[config.mk]
export PLATFORM = sky130hd
export DESIGN_NAME = strobed_hs_ctl
export DESIGN_NICKNAME = d
export VERILOG_FILES = /design/src/rtl/strobed_hs_pkg.sv /design/src/rtl/strobed_hs_edge.sv /design/src/rtl/strobed_hs_lane.sv /design/src/rtl/strobed_hs_ctl.sv
export SDC_FILE = /design/constraint.sdc
export NUM_CORES = 1
export LEC_CHECK = 0
export BUFFER_PORTS_ARGS = -buffer_cell sky130_fd_sc_hd__buf_4
export CAP_MARGIN = 10
export CORE_AREA = 5 5 42 44
export DETAILED_ROUTE_END_ITERATION = 6
export DIE_AREA = 0 0 47 49
export PLACE_DENSITY = 0.83
export SYNTH_ARGS = -nofsm -noshare
export SYNTH_HDL_FRONTEND = slang
export SYNTH_SLANG_ARGS = --single-unit
[constraint.sdc]
create_clock -name clk -period 2.7 [get_ports clk]
set_input_delay 0.27 -clock clk [delete_from_list [all_inputs] [get_ports clk]]
set_output_delay 0.27 -clock clk [all_outputs]
set_load 0.02 [all_outputs]
[src/rtl/strobed_hs_pkg.sv]
package strobed_hs_pkg;

    localparam int PC_W  = 8;
    localparam int IDX_W = $clog2(PC_W);
    localparam int LANES = 3;

    // latch bit positions (fixed by the handshake protocol)
    localparam int B_INT  = 0;
    localparam int B_FLAG = 1;
    localparam int B_CTL  = 2;
    localparam int A_INT  = 3;
    localparam int A_STB  = 4;
    localparam int A_IBF  = 5;
    localparam int A_ACK  = 6;
    localparam int A_OBF  = 7;

    typedef logic [PC_W-1:0] pc_t;

    typedef struct packed {
        pc_t set_m;
        pc_t clr_m;
    } upd_t;

    typedef struct packed {
        logic [IDX_W-1:0] flag;
        logic [IDX_W-1:0] ctl;
        logic [IDX_W-1:0] intr;
    } lane_cfg_t;

    function automatic pc_t bit_mask(input logic [IDX_W-1:0] idx);
        return pc_t'(1) << idx;
    endfunction

    // lane 0: port A strobe side, lane 1: port A acknowledge side, lane 2: port B
    function automatic lane_cfg_t lane_cfg(input int i);
        lane_cfg_t c;
        case (i)
            0:       c = '{flag: IDX_W'(A_IBF),  ctl: IDX_W'(A_STB), intr: IDX_W'(A_INT)};
            1:       c = '{flag: IDX_W'(A_OBF),  ctl: IDX_W'(A_ACK), intr: IDX_W'(A_INT)};
            default: c = '{flag: IDX_W'(B_FLAG), ctl: IDX_W'(B_CTL), intr: IDX_W'(B_INT)};
        endcase
        return c;
    endfunction

endpackage

[src/rtl/strobed_hs_edge.sv]
module strobed_hs_edge
    import strobed_hs_pkg::*;
(
    input  logic clk,
    input  logic rst,
    input  pc_t  pins,
    output pc_t  prev,
    output pc_t  fall,
    output pc_t  rise
);
    pc_t prev_q;

    always_ff @(posedge clk) begin
        if (rst) prev_q <= '1;
        else     prev_q <= pins;
    end

    assign prev = prev_q;
    assign fall = prev_q & ~pins;
    assign rise = ~prev_q & pins;
endmodule

[src/rtl/strobed_hs_lane.sv]
module strobed_hs_lane
    import strobed_hs_pkg::*;
#(
    parameter lane_cfg_t CFG = '0
) (
    input  logic active,
    input  logic host,
    input  pc_t  fall,
    input  pc_t  rise,
    input  pc_t  latch,
    output upd_t upd
);
    logic en;
    assign en = latch[CFG.ctl];

    always_comb begin
        upd = '0;
        if (active) begin
            if (host) begin
                upd.clr_m = upd.clr_m | bit_mask(CFG.flag);
                if (en) upd.clr_m = upd.clr_m | bit_mask(CFG.intr);
            end
            if (fall[CFG.ctl])
                upd.set_m = upd.set_m | bit_mask(CFG.flag);
            if (rise[CFG.ctl] && en)
                upd.set_m = upd.set_m | bit_mask(CFG.intr);
        end
    end
endmodule

[src/rtl/strobed_hs_ctl.sv]
module strobed_hs_ctl
    import strobed_hs_pkg::*;
(
    input  logic             clk,
    input  logic             rst,
    input  logic [1:0]       a_mode,
    input  logic             b_strobed,
    input  logic             b_dir_in,
    input  logic             a_rd,
    input  logic             a_wr,
    input  logic             b_rd,
    input  logic             b_wr,
    input  logic             bit_cmd_en,
    input  logic [IDX_W-1:0] bit_cmd_sel,
    input  logic             bit_cmd_val,
    input  logic [PC_W-1:0]  pc_pins,
    output logic [PC_W-1:0]  pc_latch
);
    pc_t pin_prev, pin_fall, pin_rise;
    pc_t latch_q, base, set_all, clr_all;
    logic [LANES-1:0] lane_act, lane_host;
    upd_t lane_upd [LANES];

    strobed_hs_edge u_edge (
        .clk  (clk),
        .rst  (rst),
        .pins (pc_pins),
        .prev (pin_prev),
        .fall (pin_fall),
        .rise (pin_rise)
    );

    always_comb begin
        lane_act[0]  = |a_mode;
        lane_act[1]  = |a_mode;
        lane_act[2]  = b_strobed;
        lane_host[0] = a_rd;
        lane_host[1] = a_wr;
        lane_host[2] = b_dir_in ? b_rd : b_wr;
    end

    for (genvar g = 0; g < LANES; g++) begin : g_lane
        strobed_hs_lane #(.CFG(lane_cfg(g))) u_lane (
            .active (lane_act[g]),
            .host   (lane_host[g]),
            .fall   (pin_fall),
            .rise   (pin_rise),
            .latch  (latch_q),
            .upd    (lane_upd[g])
        );
    end

    always_comb begin
        set_all = '0;
        clr_all = '0;
        for (int i = 0; i < LANES; i++) begin
            set_all = set_all | lane_upd[i].set_m;
            clr_all = clr_all | lane_upd[i].clr_m;
        end
        base = latch_q;
        if (bit_cmd_en) base[bit_cmd_sel] = bit_cmd_val;
    end

    // order of precedence: command < host clear < pin set
    always_ff @(posedge clk) begin
        if (rst) latch_q <= '0;
        else     latch_q <= (base & ~clr_all) | set_all;
    end

    assign pc_latch = latch_q;
endmodule

Yosys cells after proc, flatten, opt, wreduce, memory -nomap -nowiden --
Index checks and enable logic that the tools add are counted.
Word-level totals: output and inout bits 8, flip-flop bits (word level) 15, bits in writable memories 0, ROM bits 0, memories kept 0, latch bits 0, logic and storage cells 40, input bits 23
Operators by class: $add $sub $neg 0, equal/unequal tests 0, bitwise gates (word level) 11, mux-type cells 20, reductions and logical operators 5, multipliers 0, div/mod/pow operators 0, shift operators 0, order comparisons 2
Operator list (number):
- two-way mux 8 bit | 5
- OR 8 bit | 5
- two-way mux 16 bit | 1
- two-way mux 4 bit | 4
- AND 7 bit | 2
- two-way mux 14 bit | 1
- inverter 7 bit | 2
- two-way mux 10 bit | 1
- AND 8 bit | 1
- bitwise mux 8 bit | 1
- inverter 8 bit | 1
- two-way mux 6 bit | 1
- logical AND 1 bit | 4
- less-than comparator 3 x 4 -> 1 bit (second input constant) | 1
- two-way mux 1 bit | 4
- demux 1 bit (select 3 bit) | 1
- >= comparator 3 x 1 -> 1 bit (second input constant) | 1
- two-way mux 2 bit | 1
- OR reduction 2 bit | 1

Depth between registers and ports, before layout --
Gate-level depths: netlist of run 1.
depth in word-level cells 10, depth in mapped cells 3, gate-level depth less buffers 3

Modules after synthesis --
Synthesis of run 1 repeated with hierarchy kept, for this count alone.
Unflattened totals: cell total of the unflattened synthesis 146, area total of the unflattened synthesis 1167.4 µm²
By module, submodules not included:
- strobed_hs_ctl | instances 1, area each 493.0 µm², cells an instance 63, sequential area each 160.2 µm²
- strobed_hs_lane | instances 3, area each 121.4 µm², cells an instance 17, sequential area each 0.0 µm²
- strobed_hs_edge | instances 1, area each 310.3 µm², cells an instance 32, sequential area each 160.2 µm²

Least setup slack after synthesis of run 1 --
OpenSTA, ideal clock, no wires.
path kind input port to flip-flop, start point in bit_cmd_sel[2], end point reg latch_q[3] (netlist: pc_latch[3]), library setup time 117 ps, setup slack 1654 ps, buffers on the path 0, cell stages on the path 3, arrival time 929 ps, required time 2583 ps, cell sequence nand4b_1 -> mux2_1 -> a32o_1
Between the ends: word-level cells in the longest chain between the ends 8
Ends and longest elaborated chain:
- from (decl) | RTL line strobed_hs_ctl.sv:14 | input logic [IDX_W-1:0] bit_cmd_sel,
- less-than comparator 3 x 4 -> 1 bit (implied by the code) / >= comparator 3 x 1 -> 1 bit (equally long branches) | RTL line strobed_hs_ctl.sv:61 | if (bit_cmd_en) base[bit_cmd_sel] = bit_cmd_val;
- logical AND 1 bit (implied by the code) | RTL line strobed_hs_ctl.sv:61
- two-way mux 1 bit (implied by the code) | RTL line strobed_hs_ctl.sv:61
- demux 1 bit (select 3 bit) (*) | RTL line strobed_hs_ctl.sv:61
- bitwise mux 8 bit (*) | RTL line strobed_hs_ctl.sv:61
- two-way mux 8 bit (*) | RTL line strobed_hs_ctl.sv:61
- AND 8 bit (*) | RTL line strobed_hs_ctl.sv:67 | else latch_q <= (base & ~clr_all) | set_all;
- OR 8 bit (*) | RTL line strobed_hs_ctl.sv:67
- to (signal assigned) | RTL line strobed_hs_ctl.sv:67
- to (decl) | RTL line strobed_hs_ctl.sv:20 | pc_t latch_q, base, set_all, clr_all;
Every way passes the cells marked *; elsewhere a longest branch is shown, timed or not. A chain may end at the register's enable or synchronous reset.

==> results of run 1 <==
==> metrics by stage <==
stage | power [mW] | hold slack [ns] | utilization [%]
after floorplan | 0.2100 | 0.3766 | -
after global placement | 0.2470 | 0.4739 | 55.89
final | 0.3526 | 0.2108 | 57.77
after global routing | 0.3717 | 0.2045 | 57.77
after CTS | 0.3577 | 0.2052 | 57.77
after detailed placement | 0.2500 | 0.4797 | 55.89
==> final cells by class <==
| type | count | share of cell area, % |
|---|---|---|
| Inverter | 1 | 0.4637 |
| Multi-Input combinational cell | 44 | 43.43 |
| Tap cell | 16 | 2.473 |
| Sequential cell | 11 | 27.20 |
| Clock buffer | 4 | 3.246 |
| Timing Repair Buffer | 25 | 23.18 |
==> worst reg2reg max path, cell delays in order (launching register included) <==
cell and delay [ns]:
dfxtp_1 0.32, or4bb_1 0.47, o21ai_1 0.08
==> logic make-up after synthesis <==
| family | Yosys count | synth area share [%] |
|---|---|---|
| multiplexers | 9 | 15.98 |
| AND/OR/NAND/NOR | 23 | 30.02 |
| flip-flops | 11 | 38.01 |
| AO/OA/AOI/OAI | 12 | 14.69 |
| buffers and inverters | 2 | 1.295 |
==> cells in the mapped netlist <==
library cell  number
a21o_1             1
a21oi_1            4
a22o_1             1
a31o_2             2
a32o_1             1
a41o_1             1
and4bb_1           1
and4bb_2           2
clkbuf_1           1
dfxtp_1           11
inv_1              1
mux2_1             1
mux2_2             1
mux2i_1            7
nand2_1            2
nand2b_1           4
nand4_1            1
nand4b_1           4
nor2_1             3
nor4b_2            1
o21ai_1            1
o22ai_1            1
or2_0              1
or2_2              3
or4bb_1            1
==> power by group through the flow <==
stage,logic (mW),clock network (mW),registers [mW]
final,0.0716,0.107,0.174
after global routing,0.0784,0.119,0.175
after CTS,0.0724,0.111,0.174
after detailed placement,0.0722,0,0.178
after global placement,0.0698,0,0.177
after floorplan,0.0267,0,0.183
==> metal layers <==
| metal | global-route usage (%) | vias up |
|---|---|---|
| li1 | - | 275 |
| met1 | 18.18 | 248 |
| met2 | 17.65 | 23 |
| met3 | 4.059 | 4 |
| met4 | 7.373 | 0 |
| met5 | 0 | - |
==> final timing paths <==
kind                                       end
worst max-delay path               pc_latch[4]
worst min-delay path            u_edge.prev[6]
worst max register to register     pc_latch[1]
worst min register to register     pc_latch[0]
==> report_table.html, run 1 <==
<table>
<tr><th>Metric</th><th>Value</th></tr>
<tr><th colspan="2">Run status</th></tr>
<tr><td>Outcome</td><td>completed</td></tr>
<tr><th colspan="2">Route</th></tr>
<tr><td>Highest routed layer</td><td>met4</td></tr>
<tr><td>Met1 layer wirelength in the final routing</td><td>551 µm</td></tr>
<tr><td>Met2 wire length</td><td>665 µm</td></tr>
<tr><td>Antenna violation net count after detailed routing</td><td>0</td></tr>
<tr><td>First-iteration detailed-routing DRC count</td><td>5</td></tr>
<tr><td>Pre-Repair DR Iteration Count</td><td>5</td></tr>
<tr><td>DR WL met3</td><td>114 µm</td></tr>
<tr><td>Final WL</td><td>1.358 mm</td></tr>
<tr><td>Mean number of vias per cell</td><td>5.446</td></tr>
<tr><td>Vias post-DR</td><td>550</td></tr>
<tr><td>DRC Markers</td><td>0</td></tr>
<tr><td>Routed length per placed instance</td><td>13.45 µm</td></tr>
<tr><th colspan="2">Min path</th></tr>
<tr><td>Launch instance of the worst min-delay path</td><td>pc_pins[6]</td></tr>
<tr><td>Hold Path Cell Cnt</td><td>2</td></tr>
<tr><td>Classification of the worst-slack hold path</td><td>in -&gt; reg</td></tr>
<tr><th colspan="2">STA</th></tr>
<tr><td>Worst-case clock skew</td><td>0.001115 ns</td></tr>
<tr><td>FMAX</td><td>931.0 MHz</td></tr>
<tr><td>Hold Fails Final Rpt</td><td>0</td></tr>
<tr><td>Max-slew violation total from the final report</td><td>0</td></tr>
<tr><td>Unrepaired setup endpoints after global routing</td><td>false</td></tr>
<tr><td>Number of setup violations in the final report</td><td>0</td></tr>
<tr><td>Worst Setup Slack, final</td><td>around 1.6 ns</td></tr>
<tr><td>Min cycle time layout</td><td>1.074 ns</td></tr>
<tr><td>Total Negative Setup Slacks</td><td>0 ns</td></tr>
<tr><td>Slew headroom</td><td>between 80% and 90%</td></tr>
<tr><td>Worst-margin pin slew</td><td>about 0.28 ns</td></tr>
<tr><td>Final cycle utilization of the critical path</td><td>39.78%</td></tr>
<tr><th colspan="2">Placement</th></tr>
<tr><td>Placed Cells incl. Taps</td><td>97</td></tr>
<tr><td>Post-place setup slack</td><td>about 1.5 ns</td></tr>
<tr><td>Weighted congestion at the end of routability-driven global placement</td><td>0.8165</td></tr>
<tr><td>Hpwl dp</td><td>1.091 mm</td></tr>
<tr><td>Buffers added on ports</td><td>25</td></tr>
<tr><td>Cell area after placement</td><td>783.3 µm²</td></tr>
<tr><th colspan="2">Logic synthesis</th></tr>
<tr><td>Top-area cell type share of the netlist area</td><td>approximately two fifths</td></tr>
<tr><td>Sequential element share of the synthesized area</td><td>38.01%</td></tr>
<tr><td>Top cells by area in the synthesized netlist</td><td>dfxtp_1, mux2i_1, nand4b_1, and4bb_2, nand2b_1</td></tr>
<tr><td>Cell taking the most area after synthesis</td><td>dfxtp_1</td></tr>
<tr><td>Warnings, synthesis</td><td>0</td></tr>
<tr><td>Synth Instances</td><td>57</td></tr>
<tr><td>Synthesized Nets</td><td>80</td></tr>
<tr><td>Post-synthesis instance area</td><td>579.3 µm²</td></tr>
<tr><td>Avg Synthesized Cell Area</td><td>~10 µm²</td></tr>
<tr><td>Post-synthesis register bit count</td><td>11</td></tr>
<tr><td>Count of different cell masters after synthesis</td><td>25</td></tr>
<tr><th colspan="2">Final layout</th></tr>
<tr><td>Commonest non-fill, non-tap cell in the layout</td><td>buf_4</td></tr>
<tr><td>Footprint of the flip-flops and latches</td><td>220.2 µm²</td></tr>
<tr><td>N_diodes</td><td>0</td></tr>
<tr><td>Finished Cell Area</td><td>809.5 µm²</td></tr>
<tr><td>Layout filler cell count</td><td>139</td></tr>
<tr><td>Area growth from synthesis to final layout</td><td>39.74%</td></tr>
<tr><td>Most frequent cells in the layout</td><td>buf_4, dfxtp_1, mux2i_1</td></tr>
<tr><td>Area of the multi-input gates</td><td>351.6 µm²</td></tr>
<tr><td>Final instance count without filler cells</td><td>101</td></tr>
<tr><td>Fraction of final layout cells sized beyond drive strength 1</td><td>43.53%</td></tr>
<tr><td>Number of nets in the finished design</td><td>~110</td></tr>
<tr><th colspan="2">Global route</th></tr>
<tr><td>Number of antenna violations at the first check in global routing</td><td>0</td></tr>
<tr><td>First-pass GRT wire length</td><td>around 2.3 mm</td></tr>
<tr><td>Number of global-route vias before repair</td><td>roughly 550</td></tr>
<tr><td>Maximum number of pins on one net before global-route repair</td><td>14</td></tr>
<tr><td>GRT Resource Usage Total</td><td>between 10% and 20%</td></tr>
<tr><td>Sum of overflow across all layers after global routing</td><td>0</td></tr>
<tr><th colspan="2">Worst setup path</th></tr>
<tr><td>Path length in cells of the critical path</td><td>1</td></tr>
<tr><td>Cells on worst reg2reg path</td><td>2</td></tr>
<tr><td>Data arrival time of the critical path</td><td>around 0.80 ns</td></tr>
<tr><td>Critical path class</td><td>reg -&gt; out</td></tr>
<tr><td>Count of buffering cells on the critical path with inverters included</td><td>1</td></tr>
<tr><td>Startpoint type of the worst setup path</td><td>flip-flop</td></tr>
<tr><td>Slowest cell on the critical path</td><td>dfxtp_1</td></tr>
<tr><td>Kind of capture point of the worst setup path</td><td>output port</td></tr>
<tr><td>Required arrival time at the worst endpoint</td><td>2.43 ns</td></tr>
<tr><td>Critical-path cell list</td><td>buf_4</td></tr>
<tr><td>Biggest fanout along the worst timing path</td><td>4</td></tr>
<tr><td>Reg2Reg Setup Slack</td><td>about 1.8 ns</td></tr>
<tr><td>Delay-heaviest family, CP</td><td>flip-flops</td></tr>
<tr><td>Maximum single-stage delay on the critical path</td><td>0.38 ns</td></tr>
<tr><td>Launch instance of the worst register-to-register path</td><td>u_edge.prev[2]</td></tr>
<tr><th colspan="2">Clocking</th></tr>
<tr><td>Hold-fix buffer count after cts</td><td>0</td></tr>
<tr><td>CTS tree</td><td>done</td></tr>
<tr><td>Source-to-sink clock delay at the later pin of the worst-skew pair</td><td>0.26 ns</td></tr>
<tr><td>Number of sinks handled by clock tree synthesis</td><td>11</td></tr>
<tr><td>CTS H-tree lvls</td><td>1</td></tr>
<tr><td>Buffer levels on the longest clock path</td><td>2</td></tr>
<tr><td>Setup Fix Bufs, Post-CTS</td><td>0</td></tr>
<tr><td>Clock-pin slew of the registers on the worst-case setup and hold paths</td><td>0.07 ns</td></tr>
<tr><td>Gates resized, CTS repair</td><td>0</td></tr>
<tr><td>Number of clock buffers inserted by TritonCTS</td><td>3</td></tr>
<tr><td>Root buffer cell</td><td>clkbuf_4</td></tr>
<tr><th colspan="2">Power</th></tr>
<tr><td>Switching share of power</td><td>24.36%</td></tr>
<tr><td>Leakage power</td><td>approximately 0.36 nW</td></tr>
<tr><td>Switching power</td><td>0.08589 mW</td></tr>
<tr><td>Worst ir drop on vdd</td><td>approximately 0.00029 V</td></tr>
<tr><td>Clock power share</td><td>30.4%</td></tr>
<tr><td>Gate power share</td><td>20.3%</td></tr>
<tr><td>Int Pwr</td><td>0.2667 mW</td></tr>
<tr><td>Seq pwr share</td><td>49.3%</td></tr>
<tr><td>PD cells</td><td>435.5 nW/µm²</td></tr>
<tr><th colspan="2">Floorplan</th></tr>
<tr><td>Width of the die</td><td>47 µm</td></tr>
<tr><td>Die Outline Area</td><td>2303 µm²</td></tr>
<tr><td>Site row count</td><td>14</td></tr>
<tr><td>Effective utilization at floorplan</td><td>41.34%</td></tr>
<tr><td>Area inside the core boundary</td><td>between 1000 and 1500 µm²</td></tr>
<tr><td>IO Count</td><td>31</td></tr>
<tr><td>Overall die height</td><td>49 µm</td></tr>
<tr><th colspan="2">Run</th></tr>
<tr><td>Max Cap Viol</td><td>0</td></tr>
</table>
(Power assumes the default switching activity.)
==> inputs of run 2 (changes only) <==
--- a/config.mk
+++ b/config.mk
@@ -7,10 +7,10 @@
 export LEC_CHECK = 0
 export BUFFER_PORTS_ARGS = -buffer_cell sky130_fd_sc_hd__buf_4
 export CAP_MARGIN = 10
-export CORE_AREA = 5 5 42 44
+export CORE_MARGIN = 5
+export CORE_UTILIZATION = 38
 export DETAILED_ROUTE_END_ITERATION = 6
-export DIE_AREA = 0 0 47 49
-export PLACE_DENSITY = 0.83
+export PLACE_DENSITY = 0.77
 export SYNTH_ARGS = -nofsm -noshare
 export SYNTH_HDL_FRONTEND = slang
 export SYNTH_SLANG_ARGS = --single-unit
==> constraint.sdc (replaced) <==
create_clock -name clk -period 0.9 [get_ports clk]
set_input_delay 0.09 -clock clk [delete_from_list [all_inputs] [get_ports clk]]
set_output_delay 0.09 -clock clk [all_outputs]
set_load 0.02 [all_outputs]
==> run 2 against run 1 <==
Effect of this change: critical endpoint is now pc_latch[3]; count of clock-buffer cells in the layout unchanged; power rose to 3.0 times the previous value; worst hold slack worse by 0.18 ns; sequential power rose to 3.0 times the previous value; sequential cell count did not move; critical path depth is 1 higher; die area grew 4.4%; routed wire length up 4.1%.
==> report_table.html, run 2 (synthesis results as in run 1) <==
<table>
<tr><th>Metric</th><th>Value</th></tr>
<tr><th colspan="2">Run status</th></tr>
<tr><td>Outcome</td><td>completed</td></tr>
<tr><th colspan="2">Route</th></tr>
<tr><td>Pre-Repair DR Iteration Count</td><td>4 (-1)</td></tr>
<tr><td>DRC Markers</td><td>0 (unchanged)</td></tr>
<tr><td>Routed length per placed instance</td><td>13.34 µm (-0.79%)</td></tr>
<tr><td>Final WL</td><td>1.414 mm (+4.1%)</td></tr>
<tr><td>First-iteration detailed-routing DRC count</td><td>13 (+8)</td></tr>
<tr><td>Antenna violation net count after detailed routing</td><td>0 (unchanged)</td></tr>
<tr><td>Vias post-DR</td><td>571 (+3.8%)</td></tr>
<tr><td>Mean number of vias per cell</td><td>5.387 (-1.1%)</td></tr>
<tr><th colspan="2">Clocking</th></tr>
<tr><td>Number of sinks handled by clock tree synthesis</td><td>11 (unchanged)</td></tr>
<tr><td>Setup Fix Bufs, Post-CTS</td><td>0 (unchanged)</td></tr>
<tr><td>CTS tree</td><td>done</td></tr>
<tr><td>CTS H-tree lvls</td><td>1 (unchanged)</td></tr>
<tr><td>Clock-pin slew of the registers on the worst-case setup and hold paths</td><td>0.07 ns (about the same)</td></tr>
<tr><td>Buffer levels on the longest clock path</td><td>2 (unchanged)</td></tr>
<tr><td>Root buffer cell</td><td>clkbuf_4</td></tr>
<tr><td>Number of clock buffers inserted by TritonCTS</td><td>3 (unchanged)</td></tr>
<tr><td>Source-to-sink clock delay at the later pin of the worst-skew pair</td><td>0.26 ns (about the same)</td></tr>
<tr><th colspan="2">STA</th></tr>
<tr><td>Final cycle utilization of the critical path</td><td>99.47%</td></tr>
<tr><td>Worst-margin pin slew</td><td>0.2958 ns (+0.01233 ns)</td></tr>
<tr><td>Worst Hold Margin</td><td>0.02917 ns (-0.1817 ns)</td></tr>
<tr><td>Number of setup violations in the final report</td><td>0 (unchanged)</td></tr>
<tr><td>Hold Fails Final Rpt</td><td>0 (unchanged)</td></tr>
<tr><td>Min cycle time layout</td><td>0.8953 ns</td></tr>
<tr><td>FMAX</td><td>between 1000 and 1500 MHz</td></tr>
<tr><td>Max-slew violation total from the final report</td><td>0 (unchanged)</td></tr>
<tr><td>Unrepaired setup endpoints after global routing</td><td>true</td></tr>
<tr><td>Slew headroom</td><td>80.28% (-0.82 points)</td></tr>
<tr><td>Worst-case clock skew</td><td>0.002652 ns (+0.001537 ns)</td></tr>
<tr><th colspan="2">Placement</th></tr>
<tr><td>Weighted congestion at the end of routability-driven global placement</td><td>0.7242 (-11%)</td></tr>
<tr><td>Hpwl dp</td><td>1.136 mm (+4.1%)</td></tr>
<tr><td>Buffers added on ports</td><td>25 (unchanged)</td></tr>
<tr><th colspan="2">Worst setup path</th></tr>
<tr><td>Maximum single-stage delay on the critical path</td><td>0.34 ns (-0.04 ns)</td></tr>
<tr><td>Data arrival time of the critical path</td><td>1.05 ns (+0.25 ns)</td></tr>
<tr><td>Startpoint type of the worst setup path</td><td>flip-flop</td></tr>
<tr><td>Biggest fanout along the worst timing path</td><td>2 (-2)</td></tr>
<tr><td>Kind of capture point of the worst setup path</td><td>flip-flop</td></tr>
<tr><td>Critical-path cell list</td><td>mux2_4 &gt; a32o_1</td></tr>
<tr><td>Critical path class</td><td>reg -&gt; reg</td></tr>
<tr><td>Slowest cell on the critical path</td><td>dfxtp_4</td></tr>
<tr><td>Required arrival time at the worst endpoint</td><td>1.06 ns (-1.37 ns)</td></tr>
<tr><th colspan="2">Power</th></tr>
<tr><td>Clock power share</td><td>30.3% (about the same)</td></tr>
<tr><td>Total chip power</td><td>1.075 mW (+200%)</td></tr>
<tr><td>Int Pwr</td><td>0.8085 mW (+200%)</td></tr>
<tr><td>Worst ir drop on vdd</td><td>0.0007608 V (+170%)</td></tr>
<tr><td>Switching power</td><td>0.2667 mW (+210%)</td></tr>
<tr><td>PD cells</td><td>1245 nW/µm² (+190%)</td></tr>
<tr><td>Seq pwr share</td><td>47.8% (-1.5 points)</td></tr>
<tr><td>Gate power share</td><td>21.9% (+1.6 points)</td></tr>
<tr><td>Switching share of power</td><td>24.81% (+0.45 points)</td></tr>
<tr><td>Leakage power</td><td>0.3928 nW (+8.2%)</td></tr>
<tr><th colspan="2">Floorplan</th></tr>
<tr><td>Effective utilization at floorplan</td><td>39.37% (-2.0 points)</td></tr>
<tr><td>Area inside the core boundary</td><td>1471 µm² (+5.0%)</td></tr>
<tr><td>Die Outline Area</td><td>2405 µm² (+4.4%)</td></tr>
<tr><td>Width of the die</td><td>49.05 µm (+4.4%)</td></tr>
<tr><td>IO Count</td><td>31 (unchanged)</td></tr>
<tr><td>Site row count</td><td>14 (unchanged)</td></tr>
<tr><td>Overall die height</td><td>49.05 µm (about the same)</td></tr>
<tr><th colspan="2">Global route</th></tr>
<tr><td>Sum of overflow across all layers after global routing</td><td>0 (unchanged)</td></tr>
<tr><td>First-pass GRT wire length</td><td>2.159 mm (-6.9%)</td></tr>
<tr><td>Number of global-route vias before repair</td><td>511 (-6.2%)</td></tr>
<tr><td>GRT Resource Usage Total</td><td>11.29% (-1.9 points)</td></tr>
<tr><td>Maximum number of pins on one net before global-route repair</td><td>13 (-1)</td></tr>
<tr><td>Number of antenna violations at the first check in global routing</td><td>0 (unchanged)</td></tr>
<tr><th colspan="2">Final layout</th></tr>
<tr><td>Number of nets in the finished design</td><td>114 (+4.6%)</td></tr>
<tr><td>N_diodes</td><td>0 (unchanged)</td></tr>
<tr><td>Most frequent cells in the layout</td><td>buf_4, mux2i_1, dfxtp_1</td></tr>
<tr><td>Fraction of final layout cells sized beyond drive strength 1</td><td>52.22% (+8.7 points)</td></tr>
<tr><td>Commonest non-fill, non-tap cell in the layout</td><td>buf_4</td></tr>
<tr><td>Layout filler cell count</td><td>137 (-1.4%)</td></tr>
<tr><td>Area growth from synthesis to final layout</td><td>49.03%</td></tr>
<tr><th colspan="2">Min path</th></tr>
<tr><td>Classification of the worst-slack hold path</td><td>in -&gt; reg</td></tr>
<tr><th colspan="2">Run</th></tr>
<tr><td>Max Cap Viol</td><td>0 (unchanged)</td></tr>
</table>
## run 2: final timing paths
kind	cells after the start	endpoint	slack, ns	startpoint
max	2	pc_latch[3]	0.005	pc_latch[3]
min	2	u_edge.prev[6]	0.03	pc_pins[6]
max reg2reg	2	pc_latch[3]	0.005	pc_latch[3]
min reg2reg	2	flip-flop	0.52	flip-flop
## run 2: critical path: cells and delay by family (launching register included)
kind	cells	cell delay (ns)
muxes	1	0.25
AOI/OAI and AO/OA	1	0.20
DFF	1	0.34
## run 2: metrics by stage
step	utilization [%]	std cells	setup TNS, ns	worst slack, ns	cell area (µm²)
global placement	56.89	102	-0.2420	-0.1241	837.1
finish	58.67	106	0	0.004737	863.3
detailed placement	56.89	102	-0.2892	-0.1362	837.1
floorplan	-	57	0	0.001360	595.6
CTS	58.67	106	0	0.004459	863.3
global route	58.67	106	-0.01076	-0.01076	863.3
## run 2: final cells by class
cell class / instances / area [µm²] / area share, %
timing repair buffer: 30 / 225.2 / 26.09
inverter: 1 / 3.754 / 0.4348
multi-input combinational: 44 / 355.3 / 41.16
sequential: 11 / 232.7 / 26.96
tap: 16 / 20.02 / 2.319
clock buffer: 4 / 26.28 / 3.043
## run 2: layer usage
layer	vias up	track usage (%)	routed length (µm)
met1	258	11.42	578
met5	-	0	0
met4	0	5.381	27
met3	6	3.670	72
met2	20	20.43	736
li1	287	-	-
## run 2: what timing repair did
item	CTS	global route
pin swaps	2	1
hold buffers	0	0
setup endpoints to repair	2	1
gates resized for setup	0	0
## run 2: power groups by stage
stage	clock network [mW]	registers, mW	logic, mW
global route	0.366	0.517	0.254
finish	0.325	0.514	0.235
floorplan	0	0.544	0.0818
detailed placement	0	0.526	0.236
CTS	0.341	0.514	0.236
global placement	0	0.525	0.229
==> inputs of run 3 (changes only) <==
==> constraint.sdc (replaced) <==
create_clock -name clk -period 0.9 [get_ports clk]
set_input_delay 0.09 -clock clk [delete_from_list [all_inputs] [get_ports clk]]
set_output_delay 0.09 -clock clk [all_outputs]
set_load 0.01 [all_outputs]
==> run 3 against run 2 <==
Effect of this change: the run now ends with negative setup slack left; setup slack worse by 0.019 ns; worst hold slack worse by 0.010 ns; sequential power up 2%; final cell count up 2.8%; utilization up 1.6 points; clock skew down 0.00056 ns; critical path depth unchanged; register-to-register slack about the same; non-clock buffer count up 3; global-route usage up 0.45 points; count of clock-buffer cells in the layout unchanged.
==> report_table.html, run 3 (synthesis results as in run 1) <==
<table>
<tr><th>Metric</th><th>Value</th></tr>
<tr><th colspan="2">Run status</th></tr>
<tr><td>Outcome</td><td>finished, violations left</td></tr>
<tr><td>Violations in the final reports</td><td>negative setup slack</td></tr>
<tr><th colspan="2">STA</th></tr>
<tr><td>Slew headroom</td><td>80.11% (-0.17 points)</td></tr>
<tr><td>Worst-margin pin slew</td><td>0.2983 ns (+0.002559 ns)</td></tr>
<tr><td>Worst-case clock skew</td><td>0.002096 ns (-0.0005556 ns)</td></tr>
<tr><td>Final cycle utilization of the critical path</td><td>101.5% (+2.1 points)</td></tr>
<tr><td>Number of setup violations in the final report</td><td>1 (+1)</td></tr>
<tr><td>Hold Fails Final Rpt</td><td>0 (unchanged)</td></tr>
<tr><td>Max-slew violation total from the final report</td><td>0 (unchanged)</td></tr>
<tr><td>Min cycle time layout</td><td>0.9138 ns (+0.01854 ns)</td></tr>
<tr><td>Worst Setup Slack, final</td><td>-0.01381 ns (-0.01854 ns)</td></tr>
<tr><td>FMAX</td><td>1094 MHz (-2.0%)</td></tr>
<tr><td>Worst Hold Margin</td><td>0.01868 ns (-0.01049 ns)</td></tr>
<tr><td>Unrepaired setup endpoints after global routing</td><td>true</td></tr>
<tr><th colspan="2">Final layout</th></tr>
<tr><td>Area growth from synthesis to final layout</td><td>53.13%</td></tr>
<tr><td>Number of nets in the finished design</td><td>117 (+2.6%)</td></tr>
<tr><td>Commonest non-fill, non-tap cell in the layout</td><td>buf_4</td></tr>
<tr><td>N_diodes</td><td>0 (unchanged)</td></tr>
<tr><td>Final instance count without filler cells</td><td>109 (+2.8%)</td></tr>
<tr><td>Footprint of the flip-flops and latches</td><td>226.5 µm² (-2.7%)</td></tr>
<tr><td>Layout filler cell count</td><td>119 (-13%)</td></tr>
<tr><td>Finished Cell Area</td><td>887.1 µm² (+2.8%)</td></tr>
<tr><td>Area of the multi-input gates</td><td>355.3 µm² (unchanged)</td></tr>
<tr><td>Most frequent cells in the layout</td><td>buf_4, mux2i_1, dfxtp_1</td></tr>
<tr><td>Fraction of final layout cells sized beyond drive strength 1</td><td>54.84% (+2.6 points)</td></tr>
<tr><th colspan="2">Worst setup path</th></tr>
<tr><td>Biggest fanout along the worst timing path</td><td>3 (+1)</td></tr>
<tr><td>Reg-to-reg critical path endpoint</td><td>pc_latch[3]</td></tr>
<tr><td>CP dominant cell by count</td><td>buf_6</td></tr>
<tr><td>Critical-path cell list</td><td>buf_6 &gt; buf_6</td></tr>
<tr><td>Startpoint type of the worst setup path</td><td>flip-flop</td></tr>
<tr><td>Maximum single-stage delay on the critical path</td><td>0.33 ns (about the same)</td></tr>
<tr><td>Critical path class</td><td>reg -&gt; out</td></tr>
<tr><td>Data arrival time of the critical path</td><td>0.82 ns (-0.23 ns)</td></tr>
<tr><td>Delay-heaviest family, CP</td><td>flip-flops</td></tr>
<tr><td>Reg2Reg Setup Slack</td><td>0.01 ns (about the same)</td></tr>
<tr><td>Kind of capture point of the worst setup path</td><td>output port</td></tr>
<tr><td>Required arrival time at the worst endpoint</td><td>0.81 ns (-0.25 ns)</td></tr>
<tr><td>Launch instance of the worst register-to-register path</td><td>pc_latch[3]</td></tr>
<tr><td>Cells on worst reg2reg path</td><td>2 (unchanged)</td></tr>
<tr><td>Slowest cell on the critical path</td><td>dfxtp_2</td></tr>
<tr><td>Count of buffering cells on the critical path with inverters included</td><td>2 (+2)</td></tr>
<tr><th colspan="2">Global route</th></tr>
<tr><td>GRT Resource Usage Total</td><td>11.74% (+0.45 points)</td></tr>
<tr><td>Number of antenna violations at the first check in global routing</td><td>0 (unchanged)</td></tr>
<tr><td>Maximum number of pins on one net before global-route repair</td><td>13 (unchanged)</td></tr>
<tr><td>Sum of overflow across all layers after global routing</td><td>0 (unchanged)</td></tr>
<tr><td>Number of global-route vias before repair</td><td>512 (+0.20%)</td></tr>
<tr><td>First-pass GRT wire length</td><td>2.214 mm (+2.5%)</td></tr>
<tr><th colspan="2">Clocking</th></tr>
<tr><td>Hold-fix buffer count after cts</td><td>0 (unchanged)</td></tr>
<tr><td>Clock-pin slew of the registers on the worst-case setup and hold paths</td><td>0.07 ns (about the same)</td></tr>
<tr><td>CTS tree</td><td>done</td></tr>
<tr><td>Root buffer cell</td><td>clkbuf_4</td></tr>
<tr><td>Source-to-sink clock delay at the later pin of the worst-skew pair</td><td>0.27 ns (about the same)</td></tr>
<tr><td>Buffer levels on the longest clock path</td><td>2 (unchanged)</td></tr>
<tr><td>CTS H-tree lvls</td><td>1 (unchanged)</td></tr>
<tr><td>Number of sinks handled by clock tree synthesis</td><td>11 (unchanged)</td></tr>
<tr><td>Number of clock buffers inserted by TritonCTS</td><td>3 (unchanged)</td></tr>
<tr><th colspan="2">Placement</th></tr>
<tr><td>Weighted congestion at the end of routability-driven global placement</td><td>0.6615 (-8.7%)</td></tr>
<tr><td>Cell area after placement</td><td>838.3 µm² (+0.15%)</td></tr>
<tr><td>Placed Cells incl. Taps</td><td>104 (+2.0%)</td></tr>
<tr><td>Post-place setup slack</td><td>-0.1430 ns (-0.006787 ns)</td></tr>
<tr><td>Hpwl dp</td><td>1.060 mm (-6.7%)</td></tr>
<tr><td>Buffers added on ports</td><td>25 (unchanged)</td></tr>
<tr><th colspan="2">Power</th></tr>
<tr><td>PD cells</td><td>1222 nW/µm² (-1.9%)</td></tr>
<tr><td>Worst ir drop on vdd</td><td>0.0007850 V (+3.2%)</td></tr>
<tr><td>Total chip power</td><td>1.084 mW (+0.84%)</td></tr>
<tr><td>Leakage power</td><td>0.4074 nW (+3.7%)</td></tr>
<tr><th colspan="2">Route</th></tr>
<tr><td>Mean number of vias per cell</td><td>5.165 (-4.1%)</td></tr>
<tr><td>Antenna violation net count after detailed routing</td><td>0 (unchanged)</td></tr>
<tr><td>Final WL</td><td>1.334 mm (-5.7%)</td></tr>
<tr><td>Routed length per placed instance</td><td>12.24 µm (-8.3%)</td></tr>
<tr><td>Vias post-DR</td><td>563 (-1.4%)</td></tr>
<tr><td>DRC Markers</td><td>0 (unchanged)</td></tr>
<tr><td>Pre-Repair DR Iteration Count</td><td>4 (unchanged)</td></tr>
<tr><td>First-iteration detailed-routing DRC count</td><td>7 (-6)</td></tr>
<tr><th colspan="2">Floorplan</th></tr>
<tr><td>Area inside the core boundary</td><td>1471 µm² (unchanged)</td></tr>
<tr><td>Width of the die</td><td>49.05 µm (unchanged)</td></tr>
<tr><td>Die Outline Area</td><td>2405 µm² (unchanged)</td></tr>
<tr><td>Effective utilization at floorplan</td><td>39.37% (unchanged)</td></tr>
<tr><td>Site row count</td><td>14 (unchanged)</td></tr>
<tr><td>Overall die height</td><td>49.05 µm (unchanged)</td></tr>
<tr><td>IO Count</td><td>31 (unchanged)</td></tr>
<tr><th colspan="2">Min path</th></tr>
<tr><td>Launch instance of the worst min-delay path</td><td>pc_pins[2]</td></tr>
<tr><td>Hold Path Cell Cnt</td><td>2 (unchanged)</td></tr>
<tr><td>Classification of the worst-slack hold path</td><td>in -&gt; reg</td></tr>
<tr><td>Worst hold endpoint</td><td>u_edge.prev[2]</td></tr>
<tr><th colspan="2">Run</th></tr>
<tr><td>Max Cap Viol</td><td>0 (unchanged)</td></tr>
</table>
## run 3: per-stage QoR
step	setup TNS [ns]	utilization [%]
after global routing	-0.09260	60.29
after detailed placement	-0.3255	56.97
final	-0.01381	60.29
after floorplan	-0.01211	-
after global placement	-0.2424	56.97
after CTS	-0.01903	60.20
## run 3: cell type report
type | instances | share of cell area, %
well taps | 16 | 2.257
repair buffers | 33 | 28.77
inverters | 1 | 0.4231
clock buffers | 4 | 2.962
multi-input cells | 44 | 40.06
flip-flops and latches | 11 | 25.53
## run 3: worst max-delay path by stage
stage / start / to / slack (ns) / cells after the start
6_report: flip-flop / pc_latch[2] / -0.01 / 2
4_1_cts: flip-flop / pc_latch[2] / -0.02 / 2
3_3_place_gp: bit_cmd_sel[2] / pc_latch[3] / -0.13 / 4
5_1_grt: flip-flop / pc_latch[2] / -0.03 / 2
2_1_floorplan: pc_latch[3] / pc_latch[3] / -0.01 / 2
3_5_place_dp: bit_cmd_sel[2] / pc_latch[3] / -0.14 / 4
## run 3: worst reg2reg max path: cells and delay by family, from the launching register on
| kind | cells | cell delay (ns) |
|---|---|---|
| AO/OA/AOI/OAI | 1 | 0.21 |
| flip-flops | 1 | 0.32 |
| multiplexers | 1 | 0.25 |
## run 3: repair_timing
action,4_1_cts,5_1_grt
pin swaps,2,4
gates resized for setup,5,1
endpoints found under the setup margin,4,4
buffers inserted,1,0
## run 3: metal layers
| layer | track usage [%] | share of wire (%) | wire length, µm |
|---|---|---|---|
| met5 | 0 | 0 | 0 |
| met4 | 6.726 | 2.7 | 36 |
| met3 | 3.364 | 2.7 | 36 |
| met2 | 21.09 | 53 | 706 |
| met1 | 11.83 | 42 | 556 |
## run 3: where the power goes
| group | leakage [nW] | switching, mW | total [mW] | internal [mW] |
|---|---|---|---|---|
| Sequential | 0.0920 | 0.0111 | 0.522 | 0.511 |
| Clock | 0.0150 | 0.165 | 0.337 | 0.172 |
| Combinational | 0.300 | 0.0864 | 0.225 | 0.139 |
| Total | 0.407 | 0.263 | 1.08 | 0.821 |
